<file path="src/rtl/mbl_pkg.sv">
package mbl_pkg;

    typedef enum logic [1:0] {
        ST_IDLE     = 2'd0,
        ST_RUN      = 2'd1,
        ST_FINISHED = 2'd2,
        ST_HALTED   = 2'd3
    } mbl_state_e;

endpackage

</file>
<file path="src/rtl/mbl_ctrl.sv">
module mbl_ctrl
    import mbl_pkg::*;
(
    input  logic       clk,
    input  logic       rst_n,
    input  logic       start,
    input  logic       halt_en,
    input  logic       acc_valid,
    input  logic       acc_fail,
    input  logic       acc_last,
    output mbl_state_e st,
    output logic       take,
    output logic       done,
    output logic       halted
);

    mbl_state_e st_nxt;

    // state register
    always_ff @(posedge clk or negedge rst_n) begin
        if (!rst_n) begin
            st <= ST_IDLE;
        end else begin
            st <= st_nxt;
        end
    end

    // transitions: start, end-of-pass, halt-taken
    always_comb begin
        st_nxt = st;
        if (start) begin
            st_nxt = ST_RUN;
        end else begin
            unique case (st)
                ST_IDLE:     st_nxt = ST_IDLE;
                ST_RUN: begin
                    if (acc_valid && acc_fail && halt_en) begin
                        st_nxt = ST_HALTED;
                    end else if (acc_valid && acc_last) begin
                        st_nxt = ST_FINISHED;
                    end
                end
                ST_FINISHED: st_nxt = ST_FINISHED;
                ST_HALTED:   st_nxt = ST_HALTED;
            endcase
        end
    end

    // outputs decoded from the state
    always_comb begin
        take   = 1'b0;
        done   = 1'b0;
        halted = 1'b0;
        unique case (st)
            ST_IDLE:     ;
            ST_RUN:      take = acc_valid && !start;
            ST_FINISHED: done = 1'b1;
            ST_HALTED: begin
                done   = 1'b1;
                halted = 1'b1;
            end
        endcase
    end

endmodule

</file>
<file path="src/rtl/mbl_skip_cnt.sv">
module mbl_skip_cnt #(
    parameter int IDX_W = 16
) (
    input  logic             clk,
    input  logic             rst_n,
    input  logic             clr,
    input  logic             hit,
    input  logic [IDX_W-1:0] skip,
    output logic             log_ok
);

    localparam logic [IDX_W-1:0] IDX_MAX = '1;

    logic [IDX_W-1:0] idx;

    // running failure index, saturating
    always_ff @(posedge clk or negedge rst_n) begin
        if (!rst_n) begin
            idx <= '0;
        end else if (clr) begin
            idx <= '0;
        end else if (hit && idx != IDX_MAX) begin
            idx <= idx + 1'b1;
        end
    end

    assign log_ok = (idx >= skip);

endmodule

</file>
<file path="src/rtl/mbl_log_bank.sv">
module mbl_log_bank #(
    parameter int DEPTH  = 4,
    parameter int ADDR_W = 16,
    parameter int DATA_W = 16,
    parameter int CNT_W  = $clog2(DEPTH + 1),
    parameter int SEL_W  = (DEPTH > 1) ? $clog2(DEPTH) : 1
) (
    input  logic              clk,
    input  logic              rst_n,
    input  logic              clr,
    input  logic              wr,
    input  logic [ADDR_W-1:0] wr_addr,
    input  logic [DATA_W-1:0] wr_data,
    input  logic [SEL_W-1:0]  rd_sel,
    output logic [CNT_W-1:0]  count,
    output logic [ADDR_W-1:0] rd_addr,
    output logic [DATA_W-1:0] rd_data
);

    localparam logic [CNT_W-1:0] CNT_FULL = CNT_W'(DEPTH);

    logic [ADDR_W-1:0] ent_addr [DEPTH];
    logic [DATA_W-1:0] ent_data [DEPTH];
    logic              room;

    assign room = (count != CNT_FULL);

    always_ff @(posedge clk or negedge rst_n) begin
        if (!rst_n) begin
            count <= '0;
        end else if (clr) begin
            count <= '0;
        end else if (wr && room) begin
            count <= count + 1'b1;
        end
    end

    for (genvar g = 0; g < DEPTH; g++) begin : g_ent
        always_ff @(posedge clk or negedge rst_n) begin
            if (!rst_n) begin
                ent_addr[g] <= '0;
                ent_data[g] <= '0;
            end else if (clr) begin
                ent_addr[g] <= '0;
                ent_data[g] <= '0;
            end else if (wr && room && count == CNT_W'(g)) begin
                ent_addr[g] <= wr_addr;
                ent_data[g] <= wr_data;
            end
        end
    end

    always_comb begin
        rd_addr = '0;
        rd_data = '0;
        if (32'(rd_sel) < DEPTH) begin
            rd_addr = ent_addr[rd_sel];
            rd_data = ent_data[rd_sel];
        end
    end

endmodule

</file>
<file path="src/rtl/mbist_fail_log.sv">
module mbist_fail_log
    import mbl_pkg::*;
#(
    parameter int DEPTH  = 4,
    parameter int ADDR_W = 16,
    parameter int DATA_W = 16,
    parameter int IDX_W  = 16,
    parameter int CNT_W  = $clog2(DEPTH + 1),
    parameter int SEL_W  = (DEPTH > 1) ? $clog2(DEPTH) : 1
) (
    input  logic              clk,
    input  logic              rst_n,
    input  logic              start,
    input  logic              halt_en,
    input  logic [IDX_W-1:0]  skip_cnt,
    input  logic              acc_valid,
    input  logic              acc_fail,
    input  logic              acc_last,
    input  logic [ADDR_W-1:0] acc_addr,
    input  logic [DATA_W-1:0] acc_data,
    input  logic [SEL_W-1:0]  rd_sel,
    output logic              fail,
    output logic              done,
    output logic              halted,
    output logic [CNT_W-1:0]  log_count,
    output logic [ADDR_W-1:0] rd_addr,
    output logic [DATA_W-1:0] rd_data
);

    mbl_state_e st;
    logic       take;
    logic       hit;
    logic       log_ok;

    mbl_ctrl u_ctrl (
        .clk       (clk),
        .rst_n     (rst_n),
        .start     (start),
        .halt_en   (halt_en),
        .acc_valid (acc_valid),
        .acc_fail  (acc_fail),
        .acc_last  (acc_last),
        .st        (st),
        .take      (take),
        .done      (done),
        .halted    (halted)
    );

    assign hit = take && acc_fail;

    mbl_skip_cnt #(.IDX_W(IDX_W)) u_skip (
        .clk    (clk),
        .rst_n  (rst_n),
        .clr    (start),
        .hit    (hit),
        .skip   (skip_cnt),
        .log_ok (log_ok)
    );

    mbl_log_bank #(
        .DEPTH  (DEPTH),
        .ADDR_W (ADDR_W),
        .DATA_W (DATA_W),
        .CNT_W  (CNT_W),
        .SEL_W  (SEL_W)
    ) u_bank (
        .clk     (clk),
        .rst_n   (rst_n),
        .clr     (start),
        .wr      (hit && log_ok),
        .wr_addr (acc_addr),
        .wr_data (acc_data),
        .rd_sel  (rd_sel),
        .count   (log_count),
        .rd_addr (rd_addr),
        .rd_data (rd_data)
    );

    // sticky fail flag, independent of the skip count
    always_ff @(posedge clk or negedge rst_n) begin
        if (!rst_n) begin
            fail <= 1'b0;
        end else if (start) begin
            fail <= 1'b0;
        end else if (hit) begin
            fail <= 1'b1;
        end
    end

endmodule

</file>
<file path="config.mk">
export PLATFORM = sky130hd
export DESIGN_NAME = mbist_fail_log
export DESIGN_NICKNAME = d
export VERILOG_FILES = /design/src/rtl/mbl_pkg.sv /design/src/rtl/mbl_ctrl.sv /design/src/rtl/mbl_skip_cnt.sv /design/src/rtl/mbl_log_bank.sv /design/src/rtl/mbist_fail_log.sv
export SDC_FILE = /design/constraint.sdc
export NUM_CORES = 1
export LEC_CHECK = 0
export ABC_AREA = 1
export BUFFER_PORTS_ARGS = -buffer_cell sky130_fd_sc_hd__buf_2
export CORE_MARGIN = 2
export CORE_UTILIZATION = 59
export DETAILED_ROUTE_END_ITERATION = 10
export GPL_TIMING_DRIVEN = 0
export PLACE_DENSITY = 0.78
export SYNTH_ARGS = -nofsm -noshare
export SYNTH_HDL_FRONTEND = slang
export SYNTH_SLANG_ARGS = --single-unit
</file>
<file path="constraint.sdc">
create_clock -name clk -period 2.1 [get_ports clk]
set_input_delay 0.42 -clock clk [delete_from_list [all_inputs] [get_ports clk]]
set_output_delay 0.42 -clock clk [all_outputs]
set_load 0.01 [all_outputs]
</file>
## Word-level counts from Yosys, hierarchy flattened

Cells that the tools add are included.

| operators by class | value |
|---|---|
| order comparisons | 2 |
| add/subtract/negate cells | 2 |
| reductions and logical operators | 23 |
| eq/ne operators | 9 |
| bitwise gates (word level) | 1 |
| mux-type cells | 35 |

Operators by type and width:

| cell | number |
|---|---|
| two-way mux 16 bit | 22 |
| binary-select mux 16 bit (select 2 bit) | 2 |
| adder 16 x 1 -> 16 bit, second input constant | 1 |
| greater-or-equal comparator 16 bit | 1 |
| inequality test 16 bit, second input constant | 1 |
| nonzero test 2 bit | 7 |
| logical AND 1 bit | 12 |
| case mux 2 bit (4 select lines) | 1 |
| == test 3 x 2 -> 1 bit, second input constant | 2 |
| two-way mux 2 bit | 3 |
| two-way mux 3 bit | 2 |
| two-way mux 1 bit | 5 |
| == test 2 bit, second input constant | 2 |
| inequality test 4 x 2 -> 1 bit, second input constant | 1 |
| adder 3 x 1 -> 3 bit, second input constant | 1 |
| == test 3 x 1 -> 1 bit, second input constant | 1 |
| greater-or-equal comparator 3 bit, second input constant | 1 |
| zero test 3 bit | 1 |
| inequality test 3 bit, second input constant | 1 |
| inverter 2 -> 3 bit | 1 |
| == test 2 x 1 -> 1 bit, second input constant | 1 |
| zero test 2 bit | 1 |
| OR reduction 2 bit | 1 |
| zero test 1 bit | 1 |

| storage, ports and cells | value |
|---|---|
| output and inout port bits | 38 |
| logic and storage cells | 84 |
| bits in registers | 150 |
| input bits | 57 |

## Longest topological paths before layout

Gate-level depths: netlist (run 1).

| logic depth | value |
|---|---|
| depth after elaboration | 9 |
| mapped depth | 16 |
| mapped depth without buffers | 15 |

## By module

From an unflattened synthesis (run 1), not the netlist that was laid out.

| unflattened totals | value |
|---|---|
| cells, all modules | 1046 |
| area total of the unflattened synthesis | 8434.3 um2 |

By module, submodules not included:

| module | times used | area an instance (um2) | seq. area each (um2) | cells each |
|---|---|---|---|---|
| mbl_log_bank | 1 | 6772.7 | 3278.1 | 798 |
| mbl_skip_cnt | 1 | 1468.9 | 400.4 | 220 |
| mbl_ctrl | 1 | 137.6 | 50.0 | 21 |
| mbist_fail_log | 1 | 55.1 | 25.0 | 7 |

## Worst setup path after synthesis (run 1)

No wires, ideal clock.

| path | value |
|---|---|
| path type | input to register |
| from | input port skip_cnt[7] |
| to | register u_bank.ent_addr[16] (netlist bit) |
| library setup time | 0.117 ns |
| stages | 14 |
| buffers on the path | 1 |
| setup slack | 0.177 ns |
| required time | 1.983 ns |
| arrival time | 1.806 ns |
| path through | inv_1 -> ha_1 -> nand2_1 -> inv_2 -> nand2_1 -> nor2_1 -> nor2_1 -> nand2_1 -> nand2_1 -> nand2_1 -> nand3_4 -> buf_2 -> nand3_1 -> nand2_1 |

| on the way | value |
|---|---|
| cells in the longest elaborated chain, start to end | 5 |

Ends and longest elaborated chain:

| what | line | RTL |
|---|---|---|
| start: declaration | mbist_fail_log.sv:15 | `input logic [IDX_W-1:0] skip_cnt,` |
| greater-or-equal comparator 16 bit | mbl_skip_cnt.sv:27 | `assign log_ok = (idx >= skip);` |
| logical AND 1 bit | mbist_fail_log.sv:70 | `.wr (hit && log_ok),` |
| logical AND 1 bit (2 in series) | mbl_log_bank.sv:46 | `end else if (wr && room && count == CNT_W'(g)) begin` |
| nonzero test 2 bit (no line) | - |  |
| end signal: indexed assignment | mbl_log_bank.sv:47 | `ent_addr[g] <= wr_addr;` |
| end: declaration | mbl_log_bank.sv:22 | `logic [ADDR_W-1:0] ent_addr [DEPTH];` |

Every way passes these cells.
A chain may end at the register's enable or synchronous reset.

## Final worst setup path (run 1)

| path | value |
|---|---|
| from | register u_skip.idx[1] |
| to | register u_skip.idx[13] |

| on the way | value |
|---|---|
| cells in the longest elaborated chain, start to end | 3 |
| elaborated cells on any way between the ends | 6 |
| classes of those cells | 1 x add/sub; 1 x eq/ne; 2 x mux; 2 x reduce/logical |

Ends and longest elaborated chain:

| what | line | RTL |
|---|---|---|
| start: declaration | mbl_skip_cnt.sv:14 | `logic [IDX_W-1:0] idx;` |
| start signal: assignment | mbl_skip_cnt.sv:23 | `idx <= idx + 1'b1;` |
| adder 16 x 1 -> 16 bit / inequality test 16 bit (equally long branches) | mbl_skip_cnt.sv:23, mbl_skip_cnt.sv:22 |  |
| two-way mux 16 bit / logical AND 1 bit (equally long branches) | mbl_skip_cnt.sv:22 | `end else if (hit && idx != IDX_MAX) begin` |
| two-way mux 16 bit / nonzero test 2 bit (equally long branches) | - |  |

Several ways; a longest one is shown, not always the timed one. The select of a mux whose other input is x is not followed.

==> results of run 1 <==
-- cell families after synthesis --
kind of cell	after synthesis	share of synthesized area [%]
fa+ha+maj	22	3.452
flops	150	47.07
xor+xnor	2	0.2197
simple gates	594	31.85
buf+inv	149	8.457
compound gates	130	8.944
-- layout by cell type, fill, tap and decap left out, types with 3 or more instances in the layout --
cell type	n
a21oi_1	12
buf_1	12
buf_2	96
buf_4	17
buf_6	9
buf_8	10
clkbuf_1	13
clkbuf_16	26
clkbuf_2	10
clkbuf_8	3
clkinv_2	7
dfrtp_1	147
dfrtp_2	3
ha_1	17
ha_4	5
inv_1	79
inv_2	3
nand2_1	220
nand2_2	66
nand2_4	20
nand2_8	4
nand3_1	145
nand3_4	4
nand4_1	5
nor2_1	118
nor3_1	9
o21ai_0	79
o22ai_1	31
-- per-layer routing --
layer	part of all wire, %	GRT usage (%)	up-vias
met5	0	0	-
met4	2.9	13.30	0
met3	10	6.651	74
met2	48	51.24	486
met1	39	43.92	3800
li1	-	-	3660
-- worst max-delay path: cells and delay by family (launching register included) --
family          cells  cell delay [ps]
simple gates        6             1040
flops               1              420
buf+inv             1              240
fa+ha+maj           1              210
compound gates      1               90
-- through the flow --
step / hold WS (ps) / cell area [µm²] / power [µW]
2_1_floorplan: 124.4 / 7974 / 3786
3_3_place_gp: 461.0 / 8655 / 4133
3_5_place_dp: 466.0 / 8688 / 4166
4_1_cts: 37.44 / 9278 / 7148
5_1_grt: 62.38 / 10140 / 7562
6_report: -8.338 / 10140 / 7316
-- flip-flops by register name (all words and copies together) (netlist names) --
name	count
u_bank.ent_addr	64
u_bank.ent_data	64
u_skip.idx	16
u_bank.count	3
u_ctrl.st	2
fail	1
-- cell type report --
cell class / count / share of cell area (%)
antenna: 1 / 0.02467
buffer: 66 / 4.873
clock buffer: 20 / 4.602
clock inverter: 10 / 1.036
inverter: 83 / 3.084
multi-input combinational: 748 / 39.18
sequential: 150 / 37.05
tap: 176 / 2.171
timing repair buffer: 114 / 7.982
-- how the worst max path moves through the flow --
stage / end / cells past startpoint
after floorplan: u_bank.ent_addr[16] / 14
after global placement: u_bank.ent_addr[55] / 1
after detailed placement: rd_data[8] / 6
after CTS: rd_addr[11] / 6
after global routing: u_skip.idx[13] / 9
final: u_skip.idx[13] / 9
-- power groups by stage --
stage / clock [µW] / sequential, µW / combinational [µW]
floorplan: 0 / 3220 / 569
global placement: 0 / 3240 / 891
detailed placement: 0 / 3240 / 924
CTS: 3020 / 3200 / 933
global route: 3130 / 3220 / 1210
finish: 3010 / 3210 / 1100
-- what timing repair did --
item | CTS | global route
pin swaps | 0 | 63
gates cloned | 0 | 9
gates resized for setup | 10 | 184
setup endpoints to repair | 155 | 144
setup buffers | 0 | 12
endpoints found under the hold margin | 0 | 0
==> metrics.yaml, run 1 <==
p_per_area_mw_per_mm2: 721.4
clockRootBuffer: "clkbuf_16"
cts_tree: "done"
tightest_slew_ps: 734.2
hpwl_um: 14810
ys_async_sr_fraction_pct: 100.0
critPathArrivalTime_ps: 2460
drtAntennaViolNets: 0
synth_edf_count: 0
nets: 1259
path_class: "reg2reg"
worst_path_max_delay_cell: "dfrtp_1"
initial_core_util_pct: 60.21
dieArea_mm2: 0.01446
globalRouteTotalUtil_pct: 32.38
rsz0062_at_grt: "true"
start_kind: "flop"
die_w_um: 120.3
synthCells: 1047
max_slew_margin_pct: 51.05
setup_ws_ps: -41.78
wire_per_inst_um: 18.01
grt.overflow.total: 0
status: "finished with violations"
synthTopCellsByCount: "306 x nand2_1, 150 x dfrtp_1, 145 x nand3_1"
finalHoldViolCount: 4
fin_util_pct: 76.59
violations: "negative hold slack, negative setup slack"
dpl_worst_slack_ps: -299.4
layoutNonFillerInstCount: 1368
slew_viol_final: 0
setup_viol: 18
worstSetupEndpointType: "flop"
min_period_ps: 2142
grt_first_pass_wirelength_um: 36160
dp.cells: 1316
critPathRequiredTime_ps: 2420
rr_worst_depth: 9
p_leak_uw: 0.005403
crit_top_cell: "nand3_1"
drv_cap: 0
seq_area_mm2: 0.003757
holdWs_ps: -8.338
cts_sinks: 150
p_sw_uw: 1999
port_buffers: 92
yosysTopAreaCell: "dfrtp_1"
drt-pass1-iter-count: 8
avgViaCountPerCell: 5.863
max_freq_mhz: 466.9
syn_avg_cell_area_um2: 7.616
reg2reg_slack_ps: -40
n_fill_cell: 984
ys_types: 26
share_comb_of_total_power_pct: 15.0
yosys_warnings: 0
min_path_type: "in2async"
timing.setup.tns_ps: -268.6
synth_area_mm2: 0.007974
timing.rr.start: "u_skip.idx[1]"
swShare_pct: 27.33
synth.area.top_cells: "dfrtp_1 47%, nand2_1 14%, nand3_1 9.1%"
core_area_mm2: 0.01324
ys_ff_latch: 150
yosysSeqAreaShare_pct: 47.07
ir_worst_vdd_v: 0.0006255
antenna_found_initial: 1
power_frac_clock_pct: 41.1
path_clk_slew_ps: 60
die_height_um: 120.3
timing.final.crit_share_pct: 102.0
slowest_delay_ps: 420
routed_wl_um: 24640
setup.worst_path.start: "u_skip.idx[1]"
vias: 8020
r2r_end: "u_skip.idx[13]"
drive_above_1_share_pct: 24.94
cp_cell_sequence: "ha_1 -> nand3_1 -> nor3_2 -> nand3_1 -> nand2_1 -> buf_2 -> nand2_1 -> nand3_1 -> o21ai_0"
numCtsBuffers: 17
ys.flop_type: "dfrtp_1"
post-synth-top-count-cell: "nand2_1"
rows: 42
gp_congestion: 0.8591
grt_max_degree: 77
path_max_fanout: 10
cts-htree-levels: 4
netlist.area_leader.share_pct: 47.07
insertion_delay_ps: 440
intPower_uw: 5317
skew_ps: 5.448
drc: 0
clockBufferDepth: 2
ios: 95
drt_iter0_drc: 1091
multiInputGateArea_mm2: 0.003974
grt_pass1_vias: 7218
area_growth_pct: 27.19
hold_buffers: 0
sequentialPowerShare_pct: 43.8
synth_nets: 1126
Power figures use the tool's default switching activity.
==> run 2, diff against run 1 <==
- CORE_ASPECT_RATIO: not set -> 0.5
==> run 2 against run 1 <==
Net effect: the flow finishes with violations (negative setup slack); sequential share of layout area increased by 1.8 points; combinational power decreased by 8%; power decreased by 0.38%; worst hold slack improved by 14 ps; sequential power about the same; register-to-register slack improved by 70 ps; largest power group unchanged.
==> metrics.yaml, run 2 (synthesized netlist as in run 1, its figures left out) <==
status: "finished with violations"
violations: "negative setup slack"
holdWs_ps: 6.120
start_kind: "input port"
numCtsBuffers: 17
max_freq_mhz: 472.8
ir_worst_vdd_v: 0.0005804
skew_ps: 10.27
slew_viol_final: 0
layout_common_cells: "268 x nand2_1, 146 x dfrtp_1, 145 x nand3_1, 118 x nor2_1, 99 x buf_2"
nets: 1248
min_period_ps: 2115
path_class: "in2out"
rsz0062_at_grt: "true"
finalHoldViolCount: 0
area_growth_pct: 21.20
vias: 7997
dr_wl_met3_um: 2207
wl_met1_um: 9955
globalRouteTotalUtil_pct: 32.77
drv_cap: 0
die_w_um: 168.4
die_height_um: 86.21
final_common_cell: "nand2_1"
max_slew_margin_pct: 47.35
dieArea_mm2: 0.01452
top_layer_used: "met4"
crit_family: "buffers and inverters"
grt_pass1_vias: 7506
tightest_slew_ps: 789.7
dr_wl_met2_um: 11100
n_fill_cell: 999
core_area_mm2: 0.01292
path_clk_slew_ps: 70
antenna_found_initial: 0
drt-pass1-iter-count: 6
drive_above_1_share_pct: 19.98
wire_per_inst_um: 17.69
insertion_delay_ps: 420
multiInputGateArea_mm2: 0.003759
cts_tree: "done"
fin_total_pwr_uw: 7288
critPathRequiredTime_ps: 1680
p_leak_uw: 0.005155
grt.overflow.total: 0
crit_top_cell: "buf_2"
seq_area_mm2: 0.003759
path_max_fanout: 10
slowest_delay_ps: 450
ios: 95
port_buffers: 92
cp_cell_sequence: "buf_2 -> clkbuf_1 -> o21ai_0 -> o22ai_1 -> buf_2"
initial_core_util_pct: 61.73
worstSetupEndpointType: "output port"
n_antenna_cell: 0
grt_max_degree: 83
dpl_worst_slack_ps: -329.1
drt_iter0_drc: 997
rows: 29
routed_wl_um: 23890
setup_ws_ps: -14.85
min_path_type: "in2async"
drc: 0
hpwl_um: 15290
worst_path_max_delay_cell: "clkbuf_1"
setup_viol: 1
critPathArrivalTime_ps: 1690
avgViaCountPerCell: 5.919
drtAntennaViolNets: 0
cp_num_buf_inv: 3
grt_first_pass_wirelength_um: 37230
fin_util_pct: 74.82
clockBufferDepth: 2
gp_congestion: 0.8975
biggestRegsByFlops: "u_bank.ent_addr (64), u_bank.ent_data (64), u_skip.idx (16)"
clockRootBuffer: "clkbuf_16"
cts_sinks: 150
timing.final.crit_share_pct: 100.7
p_per_area_mw_per_mm2: 754.2
cts-htree-levels: 4
-- run 2: cell types whose count changed in the layout (fill, tap and decap cells not counted), moves of 3 or more --
| cell | change |
|---|---|
| buf_2 | +3 |
| buf_4 | -6 |
| buf_6 | +3 |
| buf_8 | -8 |
| clkbuf_16 | -6 |
| clkbuf_4 | +3 |
| clkinv_2 | -7 |
| clkinvlp_4 | +3 |
| nand2_1 | +48 |
| nand2_2 | -37 |
| nand2_4 | -8 |
| nand2_8 | -3 |
-- run 2: per-stage QoR --
step	std cells	TNS (ps)	cell area, µm²
after floorplan	1047	0	7974
after global placement	1309	-270820	8647
after detailed placement	1310	-33810	8681
after CTS	1341	0	9271
after global routing	1351	-1435	9664
final	1351	-14.85	9664
-- run 2: layout make-up --
class	count	share of cell area, %
multi-input combinational	748	38.89
timing repair buffer	103	6.434
inverter	83	3.250
clock buffer	21	4.661
sequential	150	38.89
clock inverter	10	1.282
buffer	66	4.389
tap	170	2.201
-- run 2: per-layer routing --
metal / global-route usage (%) / vias to the layer above
met5: 0 / -
met4: 12.30 / 0
met3: 5.708 / 75
met2: 54.06 / 474
met1: 44.40 / 3804
li1: - / 3644
-- run 2: timing repair --
item                                   in CTS  in global routing
setup endpoints to repair                 152                147
gates resized for setup                     9                 98
gates cloned                                0                  3
endpoints found under the hold margin       0                  0
pin swaps                                   0                 28
setup buffers                               0                  7
hold buffers                                0                  0
-- run 2: worst reg2reg max path: cells and delay by family (launching register included) --
family / cells / cell delay [ps]
flops: 1 / 460
fa+ha+maj: 1 / 330
buf+inv: 1 / 190
simple gates: 8 / 1040
-- run 2: where the power goes --
group / internal [µW] / switching, µW
combinational: 366 / 643
sequential: 3090 / 117
clock: 1790 / 1290
-- run 2: path summary, 6_finish.rpt --
check | to | from | slack [ps] | cells after the start
worst max-delay path | rd_addr[12] | rd_sel[1] | -10 | 5
worst min-delay path | u_bank.ent_addr[54] | rst_n | 6 | 1
worst max register to register | u_bank.ent_data[16] | u_skip.idx[10] | 30 | 10
worst min register to register | u_bank.ent_addr[28] | u_bank.ent_addr[28] | 500 | 2
max in group asynchronous | u_skip.idx[7] | rst_n | 1250 | 2
min in group clk | fail | acc_fail | 320 | 3
==> run 3, diff against run 2 <==
- ABC_AREA: 1 -> 0
- PLACE_DENSITY: 0.78 -> 0.77
==> run 3 against run 2 <==
Net effect: the flow still finishes with violations (negative setup slack); cell area increased by 5.7%; fmax down 15%; setup slack lost 380 ps; non-clock buffer count is the same; first-iteration DRC count shrank 66%; die area up 2.7%; clock power is 4% higher; core utilization up 0.55 points; register-to-register slack worse by 420 ps; sequential power fell by 9.4%; synthesized cell count shrank 35%; critical path type is now reg2reg; largest cell class is now multi-input gates.
==> metrics.yaml, run 3 <==
yosysTopAreaCell: "dfrtp_1"
drtAntennaViolNets: 0
antenna_found_initial: 1
grt.overflow.total: 0
max_slew_margin_pct: 49.31
clockRootBuffer: "clkbuf_16"
ys_ff_latch: 150
grt_first_pass_wirelength_um: 32790
drive_above_1_share_pct: 27.38
final_common_cell: "nand2b_1"
critPathArrivalTime_ps: 2780
drv_cap: 0
gp_congestion: 0.7634
setup_viol: 131
ys_async_sr_fraction_pct: 100.0
path_clk_slew_ps: 70
p_leak_uw: 0.005478
synth_top_family_by_area: "multiplexers"
ys_types: 40
port_buffers: 93
numCtsBuffers: 17
status: "finished with violations"
grt_pass1_vias: 6278
wire_per_inst_um: 20.65
timing.setup.tns_ps: -38050
timing.final.crit_share_pct: 118.6
drt_iter0_drc: 342
post-synth-top-count-cell: "nand2b_1"
reg2reg_slack_ps: -390
yosys_warnings: 0
dieArea_mm2: 0.01491
vias: 5869
start_kind: "flop"
insertion_delay_ps: 420
skew_ps: 13.23
routed_wl_um: 21310
nets: 906
seq_area_mm2: 0.003757
synth_edf_count: 0
synth_area_mm2: 0.008198
max_freq_mhz: 401.6
biggestRegsByFlops: "u_bank.ent_addr (64), u_bank.ent_data (64), u_skip.idx (16)"
yosys.area_share.simple_pct: 16.53
synth-compound-area-share_pct: 3.465
netlist.area_leader.share_pct: 45.79
critPathRequiredTime_ps: 2390
worstSetupEndpointType: "flop"
ir_worst_vdd_v: 0.0005858
violations: "negative setup slack"
clockBufferDepth: 2
rsz0062_at_grt: "true"
yosysSeqAreaShare_pct: 45.79
min_period_ps: 2490
p_per_area_mw_per_mm2: 639.7
path_class: "reg2reg"
cts-htree-levels: 4
cts_sinks: 150
ios: 95
ys.flop_type: "dfrtp_1"
die_w_um: 170.7
fin_util_pct: 75.36
setup_ws_ps: -390.3
multiInputGateArea_mm2: 0.004116
synthTopCellsByCount: "165 x nand2b_1, 150 x dfrtp_1, 132 x mux2i_1"
drt-pass1-iter-count: 5
tightest_slew_ps: 760.4
min_path_type: "in2reg"
finalHoldViolCount: 0
synthAdderAreaFrac_pct: 3.358
synth_xor_area_share_pct: 0.9615
n_antenna_cell: 0
layout_common_cells: "164 x nand2b_1, 147 x dfrtp_1, 128 x mux2i_1, 93 x buf_2, 34 x inv_1"
cts_tree: "done"
muxShareOfSynthArea_pct: 24.91
initial_core_util_pct: 60.50
core_area_mm2: 0.01355
synthCells: 682
area_growth_pct: 24.57
hpwl_um: 12880
n_fill_cell: 893
synth_nets: 761
avgViaCountPerCell: 5.687
grt_max_degree: 99
path_max_fanout: 5
die_height_um: 87.35
globalRouteTotalUtil_pct: 29.08
rows: 30
syn_avg_cell_area_um2: 12.02
synth.area.top_cells: "dfrtp_1 46%, mux2i_1 16%, nand2b_1 13%"
drc: 0
slew_viol_final: 0
## run 3: cell types whose count changed after synthesis, moves of 31 or more
cell | previous run | this run
nand2_1 | 306 | 12
nand2b_1 | 0 | 165
nand3_1 | 145 | 8
mux2i_1 | 0 | 132
nor2_1 | 118 | 15
o21ai_0 | 80 | 8
inv_1 | 81 | 35
mux4_2 | 0 | 32
o22ai_1 | 32 | 1
## run 3: power by group
group | switching, µW | leakage (µW) | internal, µW | total, µW
clock network | 1280 | 0.000291 | 1920 | 3190
logic | 267 | 0.00310 | 173 | 441
registers | 3.82 | 0.00209 | 2900 | 2900
total | 1550 | 0.00548 | 4990 | 6530
## run 3: cells by family (layout without fill, tap and decap cells)
group / after synthesis / in the layout
AO/OA/AOI/OAI: 33 / 33
XOR/XNOR: 9 / 9
adder cells (fa/ha/maj): 22 / 22
buffers and inverters: 78 / 236
flip-flops: 150 / 150
multiplexers: 164 / 164
AND/OR/NAND/NOR: 226 / 226
## run 3: final cells by class
class	count	area share (%)
Buffer	40	3.284
Clock buffer	19	4.337
Clock inverter	13	1.666
Inverter	35	1.286
Multi-Input combinational cell	454	40.31
Sequential cell	150	36.79
Tap cell	192	2.352
Timing Repair Buffer	129	9.973
## run 3: through the flow
stage	cells	setup WS (ps)	power [µW]	hold slack [ps]	instance area, µm²
after CTS	1025	-375.7	6544	255.0	10070
after global routing	1032	-454.4	6737	260.9	10210
after global placement	967	-1688	3360	515.9	8932
after detailed placement	968	-539.7	3374	414.7	8966
after floorplan	682	-182.9	3163	124.4	8227
final	1032	-390.3	6533	259.6	10210
## run 3: timing repair
action                                 CTS  global route
buffers inserted                        20             9
pin swaps                                8             9
setup endpoints to repair              161           136
endpoints found under the hold margin   52             0
hold buffers                             1             0
resized for setup                       47            21
gates cloned                             5             6
## run 3: layer usage
layer  up-vias  routed length (µm)  share of wire, %  global-route usage (%)
li1       2662                   -                 -                       -
met1      3005                9659                45                   38.88
met2       162               10120                48                   48.88
met3        38                1123               5.3                   5.679
met4         2                 394               1.8                   8.780
met5         -                  11             0.052                       0
## run 3: worst max-delay path: stages, from the launching register on
cell	delay, ps
dfrtp_2	430
ha_4	220
a21o_1	150
a21o_1	160
a2111o_4	570
buf_6	150
o2111a_1	260
buf_6	150
clkbuf_16	160
mux2i_1	110
## run 3: worst paths after layout
check                                from                  end  cells after the start
max in group asynchronous           rst_n  u_bank.ent_addr[25]                      3
setup / recovery           u_skip.idx[13]  u_bank.ent_addr[51]                      9
setup reg to reg           u_skip.idx[13]  u_bank.ent_addr[51]                      9
min in group asynchronous           rst_n  u_bank.ent_data[27]                      2
hold / removal               acc_addr[10]  u_bank.ent_addr[42]                      3
hold reg to reg              u_ctrl.st[0]         u_ctrl.st[0]                      1
